`src/rtl/serial_rs_adder.sv`:
```
module serial_rs_adder (
  input  logic clk,
  input  logic rst,
  input  logic start,
  input  logic in_valid,
  input  logic bit_a,
  input  logic bit_b,
  output logic sum_bit,
  output logic sum_valid,
  output logic carry_out
);

  logic cy;
  logic take;
  logic gen;
  logic kil;

  assign take = in_valid & ~start;
  assign gen  = take & bit_a & bit_b;
  assign kil  = start | (take & ~bit_a & ~bit_b);

  always_ff @(posedge clk) begin
    if (rst)      cy <= 1'b0;
    else if (kil) cy <= 1'b0;
    else if (gen) cy <= 1'b1;
  end

  always_ff @(posedge clk) begin
    if (rst) begin
      sum_bit   <= 1'b0;
      sum_valid <= 1'b0;
    end else begin
      sum_valid <= take;
      if (take) sum_bit <= bit_a ^ bit_b ^ cy;
    end
  end

  assign carry_out = cy;


  reset_state_chk: assert property (@(posedge clk)
    rst |=> (!carry_out && !sum_valid && !sum_bit));


  sum_bit_chk: assert property (@(posedge clk) disable iff (rst)
    (in_valid && !start) |=> (sum_valid && sum_bit == ($past(bit_a) ^ $past(bit_b) ^ $past(carry_out))));


  carry_set_chk: assert property (@(posedge clk) disable iff (rst)
    (in_valid && !start && bit_a && bit_b) |=> carry_out);


  carry_kill_chk: assert property (@(posedge clk) disable iff (rst)
    (in_valid && !start && !bit_a && !bit_b) |=> !carry_out);


  carry_hold_chk: assert property (@(posedge clk) disable iff (rst)
    (in_valid && !start && (bit_a != bit_b)) |=> $stable(carry_out));


  idle_hold_chk: assert property (@(posedge clk) disable iff (rst)
    (!in_valid && !start) |=> ($stable(carry_out) && $stable(sum_bit) && !sum_valid));


  start_clear_chk: assert property (@(posedge clk) disable iff (rst)
    start |=> (!carry_out && !sum_valid));

endmodule

```
`config.mk`:
```
export PLATFORM = sky130hd
export DESIGN_NAME = serial_rs_adder
export DESIGN_NICKNAME = d
export VERILOG_FILES = /design/src/rtl/serial_rs_adder.sv
export SDC_FILE = /design/constraint.sdc
export NUM_CORES = 1
export LEC_CHECK = 0
export CAP_MARGIN = 10
export CORE_AREA = 2 2 39 41
export CTS_CLUSTER_DIAMETER = 200
export DETAILED_ROUTE_END_ITERATION = 12
export DIE_AREA = 0 0 41 43
export GPL_TIMING_DRIVEN = 0
export HOLD_SLACK_MARGIN = 0.06
export PLACE_DENSITY = 0.3
export SKIP_LAST_GASP = 1
export SYNTH_ARGS = -nofsm -noshare
export SYNTH_HDL_FRONTEND = slang
export SYNTH_SLANG_ARGS = --single-unit
```
`constraint.sdc`:
```
create_clock -name clk -period 2.3 [get_ports clk]
set_clock_uncertainty 0.15 [all_clocks]
set_input_delay 0.46 -clock clk [delete_from_list [all_inputs] [get_ports clk]]
set_output_delay 0.46 -clock clk [all_outputs]
set_load 0.01 [all_outputs]
```
==> flow_metrics.env <==
export IMPL_internal_power_uw=139
export IMPL_ys_ff_latch=3
export IMPL_crit_type="reg2out"
export IMPL_h_tree_depth=1
export IMPL_fillers=157
export IMPL_power_density_nw_per_um2=679
export IMPL_cts_made_buffers=3
export IMPL_viasPerCell=3.35
export IMPL_fin_nets=31
export IMPL_r2r_start="carry_out"
export IMPL_final_max_slew_violation_count=0
export IMPL_rows=14
export IMPL_layout_drive_gt1_share_pct=16.7
export IMPL_clock_path_buffers=2
export IMPL_maxCapViolCount=0
export IMPL_yosysUniqueCellTypes=10
export IMPL_layout_commonest_cell="clkdlybuf4s50_1"
export IMPL_outcome="finished clean"
export IMPL_cp_max_fo=4
export IMPL_start_kind="register"
export IMPL_drc=0
export IMPL_numClockSinks=3
export IMPL_slowest_delay_ns=0.55
export IMPL_reg2reg_slack_ns=1.05
export IMPL_routed_wl_um=360
export IMPL_crit_buf_inv=1
export IMPL_crit_chain="clkdlybuf4s50_1"
export IMPL_cp_slowest_cell="clkdlybuf4s50_1"
export IMPL_cts_tree="built"
export IMPL_clock_root_buffer="clkbuf_4"
export IMPL_clkPwrFrac_pct=54.3
export IMPL_rsz0062_at_grt="no"
export IMPL_antenna_found_initial=0
export IMPL_diodes=0
export IMPL_first_iter_violations=2
export IMPL_port_buffers=8
export IMPL_die_y_um=43
export IMPL_arrival_ns=1.17
export IMPL_ctsResizeCount=0
export IMPL_holdWs_ns=0.345
export IMPL_coreArea_um2=1380
export IMPL_clk_pin_slew_worst_paths_ns=0.04
export IMPL_yosysSeqAreaShare_pct=42.9
export IMPL_syn_inst=12
export IMPL_r2r_cells=3
export IMPL_finalCritPeriodShare_pct=77.5
export IMPL_netSwitchingFraction_pct=23.4
export IMPL_postCtsSetupBuffers=0
export IMPL_final_cell_mix="clkdlybuf4s50_1 (8), dfxtp_1 (3), clkbuf_4 (3)"
export IMPL_p_leak_uw=0.000109
export IMPL_cp_required_ns=1.69
export IMPL_holdPathStages=2
export IMPL_vias=134
export IMPL_ios=9
export IMPL_syn_avg_cell_area_um2=11.7
export IMPL_synth_warnings=0
export IMPL_post_drt_wl_per_cell_um=9.00
export IMPL_antenna_left=0
export IMPL_seqPwrFrac_pct=30.8
export IMPL_gp_congestion=0.522
export IMPL_layout_min_cycle_time_ns=1.78
export IMPL_holdPathEnd="sum_bit"
export IMPL_finalSetupViolCount=0
export IMPL_clk_latency_ns=0.24
export IMPL_grt_max_degree=5
export IMPL_finalSetupTns_ns=0
export IMPL_die_area_um2=1760
export IMPL_die_w_um=41
export IMPL_grt_overflow=0
export IMPL_peakVddDrop_uv=152
export IMPL_cp_end_kind="output port"
export IMPL_p_comb_share_pct=14.9
export IMPL_hold_buffers=0
export IMPL_grt_pass1_vias=133
export IMPL_drt_pass1_iterations=2
export IMPL_hold_viol=0
export IMPL_worstMarginPinSlew_ns=0.165
export IMPL_synth_nets=18
export IMPL_cp_top_family="buffers and inverters"
export IMPL_timing_fmax_ghz=0.561
export IMPL_worstReg2RegEnd="sum_bit"
export IMPL_area_growth_pct=90.2
export IMPL_synth_area_um2=140
export IMPL_grt_pass1_wl_um=552
export IMPL_min_path_type="reg2reg"
export IMPL_worstHoldStart="sum_bit"
export IMPL_switching_power_uw=42.4
export IMPL_p_total_uw=181
export IMPL_initial_core_util_pct=10.1
export IMPL_slew_headroom_pct=89.0
export IMPL_grt_total_usage_pct=5.42
[cell type report]
class,count,area (um^2),share of cell area (%)
sequential,3,60.1,22.5
tap,16,20.0,7.51
multi-input combinational,9,80.1,30.0
clock buffer,4,26.3,9.86
timing repair buffer,8,80.1,30.0
[synthesized netlist by cell type]
library cell | n | area, um^2
nor3b_1 | 1 | 7.51
dfxtp_1 | 3 | 60.1
mux2i_1 | 1 | 10.0
nor2_1 | 1 | 3.75
and2b_1 | 1 | 7.51
xor3_1 | 1 | 23.8
nor3_1 | 1 | 5.00
a21o_2 | 1 | 8.76
nand2b_1 | 1 | 6.26
a22oi_1 | 1 | 7.51
[stage by stage]
step	cell area [um^2]	instances	utilization, %	setup WS [ns]
after global routing	267	40	19.3	0.459
after detailed placement	240	36	17.4	0.543
after floorplan	140	12	-	1.06
after global placement	240	36	17.4	0.549
final	267	40	19.3	0.518
after CTS	267	40	19.3	0.508
[state kept, by name, indices dropped and copies added (netlist names)]
register   count
carry_out      1
sum_bit        1
sum_valid      1
[power by group through the flow]
stage	clock (uW)	sequential [uW]	combinational [uW]
after floorplan	0	57.6	9.80
after detailed placement	0	56.5	27.1
after global routing	112	56.0	29.6
final	98.3	55.7	27.0
after CTS	105	55.7	27.4
after global placement	0	56.5	27.3
[cell families after synthesis]
kind of cell,synth area share [%]
AOI/OAI and AO/OA,11.6
xor gates and xnor gates,17.0
DFF,42.9
muxes,7.14
and+or+nand+nor,21.4
[layer usage]
metal	wire, um	part of all wire, %	track usage [%]
met1	190	53	7.05
met2	103	29	4.06
met3	66	18	6.81
met4	0	0	4.00
met5	0	0	0
[worst max-delay path by stage]
stage / from / endpoint / slack (ns) / cells after the start
global placement: bit_a / sum_bit / 0.55 / 4
floorplan: carry_out / sum_bit / 1.06 / 3
global route: carry_out / carry_out / 0.46 / 1
detailed placement: bit_a / sum_bit / 0.54 / 4
CTS: carry_out / carry_out / 0.51 / 1
finish: carry_out / carry_out / 0.52 / 1
Power figures use the tool's default switching activity.
